## src/rtl/hpd_pkg.sv

```systemverilog
package hpd_pkg;
    localparam int TAIL_BITS = 64;
    localparam int TAIL_BYTES = TAIL_BITS / 8;
    localparam logic [7:0] MARK_BYTE = 8'h80;

    typedef enum logic [1:0] {
        ST_IDLE = 2'd0,
        ST_EVAL = 2'd1,
        ST_WAIT = 2'd2
    } hpd_state_e;
endpackage

```

## src/rtl/hpd_tail_decode.sv

```systemverilog
// Turns eight bytes given in memory order into a big-endian bit count,
// then into a byte count.
module hpd_tail_decode
    import hpd_pkg::*;
#(
    parameter int MSG_W = TAIL_BITS - 3
) (
    input  logic [TAIL_BITS-1:0] tail_i,
    output logic [MSG_W-1:0]     msg_bytes_o
);
    logic [TAIL_BITS-1:0] bits_be;

    // Lowest address becomes the most significant byte.
    for (genvar k = 0; k < TAIL_BYTES; k++) begin : g_swap
        assign bits_be[TAIL_BITS-1-8*k -: 8] = tail_i[8*k +: 8];
    end

    assign msg_bytes_o = bits_be[TAIL_BITS-1:3];
endmodule

```

## src/rtl/hpd_offset_calc.sv

```systemverilog
// Computes the padding size and checks that the marker position falls
// inside the current request.
module hpd_offset_calc #(
    parameter int LEN_W = 28,
    parameter int TOT_W = 32,
    parameter int MSG_W = 61
) (
    input  logic [TOT_W-1:0] total_i,
    input  logic [MSG_W-1:0] msg_bytes_i,
    input  logic [LEN_W-1:0] req_len_i,
    output logic             inside_o,
    output logic [LEN_W-1:0] offset_o
);
    localparam int CMP_W = (MSG_W > TOT_W) ? MSG_W : TOT_W;

    logic [CMP_W-1:0] msg_x;
    logic [CMP_W-1:0] tot_x;
    logic [TOT_W-1:0] pad;
    logic             fits;

    always_comb begin
        msg_x = CMP_W'(msg_bytes_i);
        tot_x = CMP_W'(total_i);
        fits = (msg_x <= tot_x);
        pad = total_i - TOT_W'(msg_bytes_i);
        // Offset range is 0 .. len-1, so pad must be 1 .. len.
        inside_o = fits && (pad != '0) && (pad <= TOT_W'(req_len_i));
        offset_o = req_len_i - LEN_W'(pad);
    end
endmodule

```

## src/rtl/hpd_ledger.sv

```systemverilog
// Running byte total and cached segment count.
module hpd_ledger #(
    parameter int LEN_W = 28,
    parameter int TOT_W = 32,
    parameter int SEG_W = 8
) (
    input  logic             clk,
    input  logic             rst_n,
    input  logic             add_en_i,
    input  logic [LEN_W-1:0] add_len_i,
    input  logic             wipe_i,
    input  logic             bump_i,
    output logic [TOT_W-1:0] total_o,
    output logic [SEG_W-1:0] segs_o
);
    typedef struct packed {
        logic [TOT_W-1:0] total;
        logic [SEG_W-1:0] segs;
    } led_t;

    led_t led_d, led_q;

    always_comb begin
        led_d = led_q;
        if (wipe_i) begin
            led_d.total = '0;
            led_d.segs = '0;
        end else begin
            if (add_en_i) begin
                led_d.total = led_q.total + TOT_W'(add_len_i);
            end
            if (bump_i && (led_q.segs != '1)) begin
                led_d.segs = led_q.segs + 1'b1;
            end
        end
    end

    always_ff @(posedge clk or negedge rst_n) begin
        if (!rst_n) begin
            led_q <= '0;
        end else begin
            led_q <= led_d;
        end
    end

    assign total_o = led_q.total;
    assign segs_o = led_q.segs;
endmodule

```

## src/rtl/acc_pad_detector.sv

```systemverilog
module acc_pad_detector
    import hpd_pkg::*;
#(
    parameter int LEN_W = 28,
    parameter int TOT_W = 32,
    parameter int SEG_W = 8
) (
    input  logic                   clk,
    input  logic                   rst_n,
    input  logic                   clr_i,
    input  logic                   req_valid_i,
    output logic                   req_ready_o,
    input  logic [LEN_W-1:0]       req_len_i,
    input  logic [TAIL_BITS-1:0]   req_tail_i,
    input  logic                   req_eol_i,
    output logic                   rd_en_o,
    output logic [LEN_W-1:0]       rd_addr_o,
    input  logic [7:0]             rd_data_i,
    input  logic                   rd_valid_i,
    output logic                   res_valid_o,
    output logic                   res_final_o,
    output logic [LEN_W-1:0]       res_pad_off_o,
    output logic [LEN_W-1:0]       res_keep_len_o,
    output logic [TAIL_BITS-4:0]   res_msg_len_o,
    output logic                   res_eol_o,
    output logic [TOT_W-1:0]       total_o,
    output logic [SEG_W-1:0]       segs_o
);
    localparam int MSG_W = TAIL_BITS - 3;

    typedef struct packed {
        hpd_state_e       state;
        logic [LEN_W-1:0] len;
        logic [MSG_W-1:0] msg;
        logic             eol;
        logic [LEN_W-1:0] off;
        logic             rd_en;
        logic             res_valid;
        logic             res_final;
        logic [LEN_W-1:0] res_off;
        logic [LEN_W-1:0] res_keep;
        logic [MSG_W-1:0] res_msg;
        logic             res_eol;
    } ctl_t;

    ctl_t ctl_d, ctl_q;

    logic [MSG_W-1:0] dec_msg;
    logic             calc_inside;
    logic [LEN_W-1:0] calc_off;
    logic             add_en, wipe, bump, marker_hit;

    hpd_tail_decode #(.MSG_W(MSG_W)) u_dec (
        .tail_i      (req_tail_i),
        .msg_bytes_o (dec_msg)
    );

    hpd_offset_calc #(.LEN_W(LEN_W), .TOT_W(TOT_W), .MSG_W(MSG_W)) u_calc (
        .total_i     (total_o),
        .msg_bytes_i (ctl_q.msg),
        .req_len_i   (ctl_q.len),
        .inside_o    (calc_inside),
        .offset_o    (calc_off)
    );

    hpd_ledger #(.LEN_W(LEN_W), .TOT_W(TOT_W), .SEG_W(SEG_W)) u_led (
        .clk       (clk),
        .rst_n     (rst_n),
        .add_en_i  (add_en),
        .add_len_i (req_len_i),
        .wipe_i    (wipe),
        .bump_i    (bump),
        .total_o   (total_o),
        .segs_o    (segs_o)
    );

    assign marker_hit = (rd_data_i == MARK_BYTE);

    always_comb begin
        ctl_d = ctl_q;
        ctl_d.rd_en = 1'b0;
        ctl_d.res_valid = 1'b0;
        add_en = 1'b0;
        wipe = 1'b0;
        bump = 1'b0;
        if (clr_i) begin
            ctl_d.state = ST_IDLE;
            wipe = 1'b1;
        end else begin
            case (ctl_q.state)
                ST_IDLE: begin
                    if (req_valid_i) begin
                        ctl_d.len = req_len_i;
                        ctl_d.msg = dec_msg;
                        ctl_d.eol = req_eol_i;
                        add_en = 1'b1;
                        ctl_d.state = ST_EVAL;
                    end
                end
                ST_EVAL: begin
                    ctl_d.res_msg = ctl_q.msg;
                    ctl_d.res_eol = ctl_q.eol;
                    if (calc_inside) begin
                        ctl_d.off = calc_off;
                        ctl_d.rd_en = 1'b1;
                        ctl_d.state = ST_WAIT;
                    end else begin
                        ctl_d.res_valid = 1'b1;
                        ctl_d.res_final = 1'b0;
                        ctl_d.res_off = ctl_q.len;
                        ctl_d.res_keep = ctl_q.len;
                        bump = 1'b1;
                        ctl_d.state = ST_IDLE;
                    end
                end
                ST_WAIT: begin
                    if (rd_valid_i) begin
                        ctl_d.res_valid = 1'b1;
                        ctl_d.res_final = marker_hit;
                        ctl_d.res_off = ctl_q.off;
                        ctl_d.res_keep = marker_hit ? ctl_q.off : ctl_q.len;
                        wipe = marker_hit;
                        bump = !marker_hit;
                        ctl_d.state = ST_IDLE;
                    end
                end
                default: ctl_d.state = ST_IDLE;
            endcase
        end
    end

    always_ff @(posedge clk or negedge rst_n) begin
        if (!rst_n) begin
            ctl_q <= '0;
        end else begin
            ctl_q <= ctl_d;
        end
    end

    assign req_ready_o = (ctl_q.state == ST_IDLE);
    assign rd_en_o = ctl_q.rd_en;
    assign rd_addr_o = ctl_q.off;
    assign res_valid_o = ctl_q.res_valid;
    assign res_final_o = ctl_q.res_final;
    assign res_pad_off_o = ctl_q.res_off;
    assign res_keep_len_o = ctl_q.res_keep;
    assign res_msg_len_o = ctl_q.res_msg;
    assign res_eol_o = ctl_q.res_eol;
endmodule

```

## config.mk

```make
export PLATFORM = sky130hd
export DESIGN_NAME = acc_pad_detector
export DESIGN_NICKNAME = d
export VERILOG_FILES = /design/src/rtl/hpd_pkg.sv /design/src/rtl/hpd_tail_decode.sv /design/src/rtl/hpd_offset_calc.sv /design/src/rtl/hpd_ledger.sv /design/src/rtl/acc_pad_detector.sv
export SDC_FILE = /design/constraint.sdc
export NUM_CORES = 1
export LEC_CHECK = 0
export CAP_MARGIN = 20
export CORE_MARGIN = 2
export CORE_UTILIZATION = 51
export CTS_CLUSTER_SIZE = 12
export DETAILED_ROUTE_END_ITERATION = 7
export DONT_BUFFER_PORTS = 1
export PLACE_DENSITY = 0.66
export SYNTH_ARGS = -nofsm -noshare
export SYNTH_HDL_FRONTEND = slang
export SYNTH_SLANG_ARGS = --single-unit
```

## constraint.sdc

```tcl
create_clock -name clk -period 8.7 [get_ports clk]
set_clock_uncertainty 0.05 [all_clocks]
set_input_delay 1.305 -clock clk [delete_from_list [all_inputs] [get_ports clk]]
set_output_delay 1.305 -clock clk [all_outputs]
set_load 0.005 [all_outputs]
```

# After elaboration in Yosys (flattened, before gate mapping)
# Cells that the tools add are included.
# word_totals
wordCells	69
regBits	281
# classes
bitwise	1
add_sub_neg	4
n_eq_ne	8
mux	26
n_lt_le_gt_ge	2
n_reduce_logical	14
# op_table
op	count
$mux 121	1
$mux 58	2
$pmux 58 s2	1
$mux 92	1
$mux 62	1
$le 61x32->1	1
$mux 40	1
$add 32x28->32	1
$le 32x28->1	1
$mux 32	1
$reduce_bool 32->1	1
$sub 32x32->32	1
$mux 28	1
$sub 28x28->28	1
$mux 1	11
$add 8x1->8 const B	1
$eq 8x8->1 const B	1
$mux 8	1
$ne 8x8->1 const B	1
$mux 2	3
$ne 3x3->1 const B	2
$pmux 2 s3	1
$reduce_and 3->1	2
$reduce_bool 2->1	3
other kinds (10)	14

# Logic depth before layout (Yosys ltp)
# Gate-level depths: netlist of run 1.
# depth
word_depth	10
depth_mapped	22
ltp_nobuf	21

# By module
# Synthesis of run 1 repeated with hierarchy kept, for this count alone.
# unflattened
hier_cells	2257
hier_area_um2	19303.5
# by_module_without_submodules
module	n_inst	cells_per_inst	seq_area_each_um2	area_each_um2
acc_pad_detector	1	1076	6030.8	10610.2
hpd_offset_calc	1	744	0.0	4994.8
hpd_ledger	1	376	1001.0	3240.6
hpd_tail_decode	1	61	0.0	457.9

# Worst setup path before layout of run 1
# No wires, ideal clock.
# synth_path
path_kind	reg2reg
startpoint	register u_led.led_q, in the netlist u_led.total_o[0]
endpoint	register ctl_q, in the netlist res_keep_len_o[11]
setup_ns	0.125
path_buffers	1
stages_incl_launch_ff	21
required_time_ns	8.525
setup_slack_ns	3.594
arrival_ns	4.931
cell_sequence	dfrtp_1 -> inv_1 -> ha_1 -> inv_1 -> fa_1 -> a21o_1 -> a221oi_4 -> a211oi_1 -> o22a_1 -> a21oi_1 -> xnor2_1 -> ha_1 -> and4_1 -> a221oi_1 -> o2111ai_1 -> a32oi_1 -> o2111ai_1 -> a222oi_1 -> clkbuf_1 -> o21ai_0 -> mux2_2
# synth_between
elab_chain_len	6
word_cells_on_any_way	8
# synth_rtl
element	line	source
from (decl)	hpd_ledger.sv:21	led_t led_d, led_q;
from (signal assigned)	hpd_ledger.sv:42	led_q <= led_d;
parallel branches: the longest is 3 deep, another holds $sub 32x32->32	-	
$logic_and 1x1->1 *	hpd_offset_calc.sv:27	inside_o = fits && (pad != '0) && (pad <= TOT_W'(req_len_i));
$ne 2x2->1 (no source line) *	-	
$reduce_and 4->1 (no source line) *	-	
to (signal assigned)	acc_pad_detector.sv:136	ctl_q <= ctl_d;
to (decl)	acc_pad_detector.sv:46	ctl_t ctl_d, ctl_q;
# Every way passes the cells marked *.
# A chain may end at the register's enable or synchronous reset.

# Worst setup path after layout of run 1
# layout_path
startpoint	register u_led.led_q, in the netlist u_led.total_o[14]
endpoint	register ctl_q, in the netlist res_keep_len_o[1]
# Same word-level chain as after synthesis.

==> flow_summary.ini, run 1 <==
[critical_path]
slowest_delay_ps = 550
start_kind = register
cp_cell_sequence = inv_1 -> ha_1 -> a21oi_1 -> o21ai_1 -> nor3_1 -> nor2_1 -> a211oi_1 -> nor3_1 -> ha_1 -> a21o_1 -> a21o_1 -> a221oi_1 -> o2111ai_1 -> a32oi_1 -> o2111ai_1 -> a222oi_1 -> buf_4 -> o21ai_0 -> mux2_2
cp.required_ps = 9130
critPathCaptureType = register
path_buf_inv = 2
rrSetupSlack_ps = 1830
worstPathMaxFanout = 43
critPathKind = register to register
cp.arrival_ps = 7300
cp_top_family = compound AO/OA/AOI/OAI gates
cp_slowest_cell = nor3_1

[clocking]
cts_root_buf = clkbuf_16
insertion_delay_ps = 600
cts_num_sinks = 281
ctsHoldBuffers = 0
clk_path_buf_depth = 3
cts_resized = 0
cts-buffers-inserted = 31
postCtsSetupRepairBufs = 0
cts_tree = built
clkTransAtPathRegs_ps = 60
h-tree-depth = 1

[layout]
antenna_cells = 0
layout-drive-gt1-share = 0.105
layout_common_cells = nand2_1 (285), dfrtp_1 (281), o21ai_0 (169), ha_1 (150), inv_1 (142)
multi_input_area_mm2 = 0.00987
layout_commonest_cell = nand2_1
stdcell_area_mm2 = 0.0191
fill_cells = 3325
ff_latch_area_mm2 = 0.00703
finalNetCount = 2130
syn_to_final_growth_pct = 1.14

[sta]
slew_viol_final = 0
rsz0062_at_grt = no
whs_ps = 358
fmax_mhz = 145
tns_ps = 0
relSlewSlack = 0.383
fin_crit_ps = 6870
timing.final.crit_share = 0.790
hold_viol = 0
worst_slew_pin_slew_ps = 922
setup_viol = 0

[global_routing]
grt_max_degree = 282
grt.overflow.total = 0
antenna_found_initial = 0
grt_pass1_wl_mm = 81.9
grt_pass1_vias = 14000
track_usage = 0.270

[run]
maxCapViolations = 0

[route]
postRouteAntennaNets = 0
drcViolationCount = 0
dr.pass1.iters = 5
wl_per_cell_um = 22.3
dr.first_iter.drc_count = 1037
drt-vias-per-instance = 6.00
wl_mm = 52.5
vias = 14200

[power_and_ir_drop]
leakagePower_uw = 0.00929
ir_worst_vdd_uv = 196
power_density_mw_per_mm2 = 277

[synthesis]
ys.flop_type = dfrtp_1
syn-num-nets = 2310
ys_warn_count = 0
netlist_instances = 2051
yosysUniqueCellTypes = 83
synth_edf_count = 0
synth.ff_latch_count = 281
ys_seq_area_frac = 0.372
synth-async-reset-ratio = 1.00
syn_avg_cell_area_um2 = 9.21
syn_area_mm2 = 0.0189

[floorplanning]
core_mm2 = 0.0365
fp.dieArea_mm2 = 0.0386
die_height_um = 196
rows = 70
initial_core_util = 0.517
chipWidth_um = 196
io_pins = 296

[placed_design]
hpwlAfterDp_mm = 39.4
port_buffers = 0
place_area_mm2 = 0.0181
gp_congestion = 0.908

[hold_path]
hp-class = input port to async pin

[outcome]
status = finished clean
-- synthesized netlist by cell type (43+ instances only) --
cell / n / area share
nand2_1: 285 / 0.057
mux2_2: 79 / 0.047
inv_1: 142 / 0.028
a22o_1: 49 / 0.023
a21oi_1: 91 / 0.024
xnor2_1: 43 / 0.020
buf_4: 145 / 0.058
nor2_1: 72 / 0.014
clkbuf_1: 57 / 0.011
o21ai_0: 169 / 0.045
dfrtp_1: 281 / 0.37
a21o_1: 49 / 0.019
ha_1: 150 / 0.099
-- final timing paths --
path | start | endpoint | cells past startpoint
worst max-delay path | u_led.total_o[14] | res_keep_len_o[1] | 19
max in group asynchronous | rst_n | ctl_q[191] | 0
worst min register to register | ctl_q[149] | ctl_q[149] | 2
worst min-delay path | rst_n | res_keep_len_o[2] | 0
worst max register to register | u_led.total_o[14] | res_keep_len_o[1] | 19
min in group clk | ctl_q[149] | ctl_q[149] | 2
-- layer usage --
| metal | vias to the layer above | share of wire | routed length (µm) | track usage |
|---|---|---|---|---|
| li1 | 6673 | - | - | - |
| met1 | 6908 | 0.44 | 23100 | 0.365 |
| met2 | 476 | 0.45 | 23400 | 0.428 |
| met3 | 102 | 0.079 | 4130 | 0.0666 |
| met4 | 0 | 0.036 | 1890 | 0.0881 |
| met5 | - | 0 | 0 | 0 |
-- kinds of logic after synthesis --
family	Yosys count	share of synthesized area
simple gates	537	0.130
compound gates	535	0.187
buf+inv	371	0.106
flops	281	0.372
fa+ha+maj	153	0.103
mux	116	0.0746
xor+xnor	58	0.0269
-- power by group --
part           switching [µW]  leakage [µW]  internal (µW)
registers                 215       0.00366           1520
clock network             552      0.000491            726
logic                    1380       0.00514            906
-- registers in the layout, summed over array words and instances (netlist names), 8 cells and up --
register and flops:
rd_addr_o 28, res_msg_len_o 61, res_keep_len_o 28, res_pad_off_o 28, u_led.segs_o 8, u_led.total_o 32
ctl_q 92
-- area by class of cell --
cell class,count,share of cell area
multi-input cells,1399,0.517
flip-flops and latches,281,0.368
clock buffers,40,0.0455
well taps,468,0.0306
inverters,142,0.0279
repair buffers,16,0.00629
clock inverters,13,0.00511
-- per-stage QoR --
step | power, µW | instances | utilization | setup slack, ps
after global placement | 3950 | 2306 | 0.497 | 2140
final | 5290 | 2359 | 0.523 | 1830
after floorplan | 3540 | 2051 | - | 3590
after CTS | 5290 | 2359 | 0.523 | 1990
after detailed placement | 3990 | 2306 | 0.497 | 2040
after global routing | 5650 | 2359 | 0.523 | 1400
(Power assumes the default switching activity.)
==> run 2, diff against run 1 <==
--- a/config.mk
+++ b/config.mk
@@ -11,7 +11,7 @@
 export CTS_CLUSTER_SIZE = 12
 export DETAILED_ROUTE_END_ITERATION = 7
 export DONT_BUFFER_PORTS = 1
-export PLACE_DENSITY = 0.66
+export PLACE_DENSITY = 0.69
 export SYNTH_ARGS = -nofsm -noshare
 export SYNTH_HDL_FRONTEND = slang
 export SYNTH_SLANG_ARGS = --single-unit
==> constraint.sdc (replaced) <==
create_clock -name clk -period 5.6 [get_ports clk]
set_clock_uncertainty 0.05 [all_clocks]
set_input_delay 0.84 -clock clk [delete_from_list [all_inputs] [get_ports clk]]
set_output_delay 0.84 -clock clk [all_outputs]
set_load 0.005 [all_outputs]
==> run 2 against run 1 <==
Net effect: clock-buffer cell count grew 7; final area rose by 6.1%; clock power increased by 73%; register-to-register slack worse by 1500 ps; die area unchanged; hold slack got worse by 170 ps; global-route usage up 0.74 points; maximum frequency increased by 29%; highest routed layer unchanged; utilization is 3.2 points higher; critical path type unchanged; via count is 3.7% higher; cell count increased by 4.6%; critical path depth up 3.
==> flow_summary.ini, run 2 (synthesis gave the netlist of run 1 again) <==
[layout]
syn_to_final_growth_pct = 7.36
layout_commonest_cell = nand2_1
largest_register_ffs = 92
multi_input_area_mm2 = 0.00998
fin_cells = 2468
layout-drive-gt1-share = 0.164
fill_cells = 3234
regMostFlops = ctl_q
layout_common_cells = nand2_1 (285), dfrtp_1 (280), o21ai_0 (169), ha_1 (148), inv_1 (142)
ff_latch_area_mm2 = 0.00703
finalNetCount = 2238
antenna_cells = 0

[route]
dr.pass1.iters = 5
postRouteAntennaNets = 0
drt-vias-per-instance = 5.95
dr.first_iter.drc_count = 1047
drcViolationCount = 0
vias = 14700
wl_mm = 53.9
wl_per_cell_um = 21.8

[critical_path]
cp.required_ps = 5960
critPathCaptureType = register
cp.arrival_ps = 5680
rrSetupSlack_ps = 280
start_kind = register
timing.rr.end = res_keep_len_o[2]
worstPathMaxFanout = 18
reg2reg_from = u_led.total_o[7]
critPathKind = register to register
reg2regPathDepth = 22

[run]
maxCapViolations = 0

[power_and_ir_drop]
leakagePower_uw = 0.00993
ir_worst_vdd_uv = 270
fin_total_pwr_uw = 8950
power_density_mw_per_mm2 = 441

[placed_design]
hpwlAfterDp_mm = 41.2
port_buffers = 0
place_inst = 2408
gp_congestion = 0.953
pre_cts_slack_ps = 76.6

[hold_path]
hp-class = input port to async pin

[floorplanning]
initial_core_util = 0.517
fp.dieArea_mm2 = 0.0386
io_pins = 296
chipWidth_um = 196
core_mm2 = 0.0365
rows = 70
die_height_um = 196

[sta]
worst_slew_pin_slew_ps = 1000
slew_viol_final = 0
timing.final.crit_share = 0.950
rsz0062_at_grt = no
fmax_mhz = 188
fin_crit_ps = 5320
relSlewSlack = 0.328
tns_ps = 0
setup_viol = 0
whs_ps = 191
fin_ws_ps = 283
hold_viol = 0

[global_routing]
grt_max_degree = 282
antenna_found_initial = 0
grt_pass1_vias = 14600
grt_pass1_wl_mm = 83.5
grt.overflow.total = 0
track_usage = 0.278

[outcome]
status = finished clean

[clocking]
cts_num_sinks = 281
cts_root_buf = clkbuf_16
cts_tree = built
h-tree-depth = 2
cts-buffers-inserted = 34
clk_path_buf_depth = 3
clkTransAtPathRegs_ps = 60
insertion_delay_ps = 550
run 2: cell types whose count changed in the layout (fill, tap and decap cells not counted), moves of 4 or more:
cell	before	now
clkinv_2	10	5
buf_12	0	7
clkbuf_16	31	35
buf_4	16	112
o21ai_2	0	4
o21ai_1	24	20
run 2: how the worst max path moves through the flow:
stage                      start  cells past startpoint  slack, ps                 end
6_report        u_led.total_o[7]                     22        280   res_keep_len_o[2]
3_3_place_gp    u_led.total_o[0]                     23        210  res_keep_len_o[12]
5_1_grt        u_led.total_o[19]                     20          2   res_keep_len_o[4]
2_1_floorplan   u_led.total_o[0]                     20        490  res_keep_len_o[11]
3_5_place_dp    u_led.total_o[0]                     23         80  res_keep_len_o[12]
4_1_cts         u_led.total_o[0]                     23         30  res_keep_len_o[12]
run 2: cell type report:
class | count | area share
inverters | 142 | 0.0263
flip-flops and latches | 281 | 0.347
repair buffers | 121 | 0.0511
multi-input cells | 1399 | 0.492
well taps | 468 | 0.0289
clock buffers | 47 | 0.0494
clock inverters | 10 | 0.00543
run 2: critical path, stage by stage, from the launching register on:
cell and delay, ps:
dfrtp_2 450, buf_4 170, ha_1 260, a211oi_4 230
o211ai_2 140, buf_4 160, o311ai_4 280, a211o_2 240
a21oi_1 90, o21a_1 240, nor2_1 200, ha_1 270
and4_1 210, a221oi_1 290, buf_4 180, o21ai_0 90
a32oi_2 300, o2111a_1 260, o41ai_2 110, o211ai_1 260
buf_4 200, buf_12 170, mux2_2 340
run 2: repair_timing:
item,CTS,global route
hold endpoints to repair,281,167
gates resized for setup,0,24
setup buffers,0,1
endpoints found under the setup margin,0,93
run 2: per-stage QoR:
step           area, µm²   util
2_1_floorplan      18900      -
3_3_place_gp       19000  0.520
3_5_place_dp       19000  0.520
4_1_cts            20100  0.551
5_1_grt            20300  0.555
6_report           20300  0.555
run 2: power breakdown:
| part | switching [µW] | internal, µW | leakage (µW) |
|---|---|---|---|
| combinational | 2340 | 1730 | 0.00573 |
| clock | 884 | 1340 | 0.000550 |
| sequential | 297 | 2360 | 0.00366 |
run 2: metal layers:
| layer | GRT usage | wire [µm] | vias up |
|---|---|---|---|
| met1 | 0.363 | 23100 | 7171 |
| met5 | 0 | 0 | - |
| met4 | 0.0960 | 1620 | 0 |
| met3 | 0.0782 | 4780 | 96 |
| li1 | - | - | 6886 |
| met2 | 0.443 | 24400 | 535 |
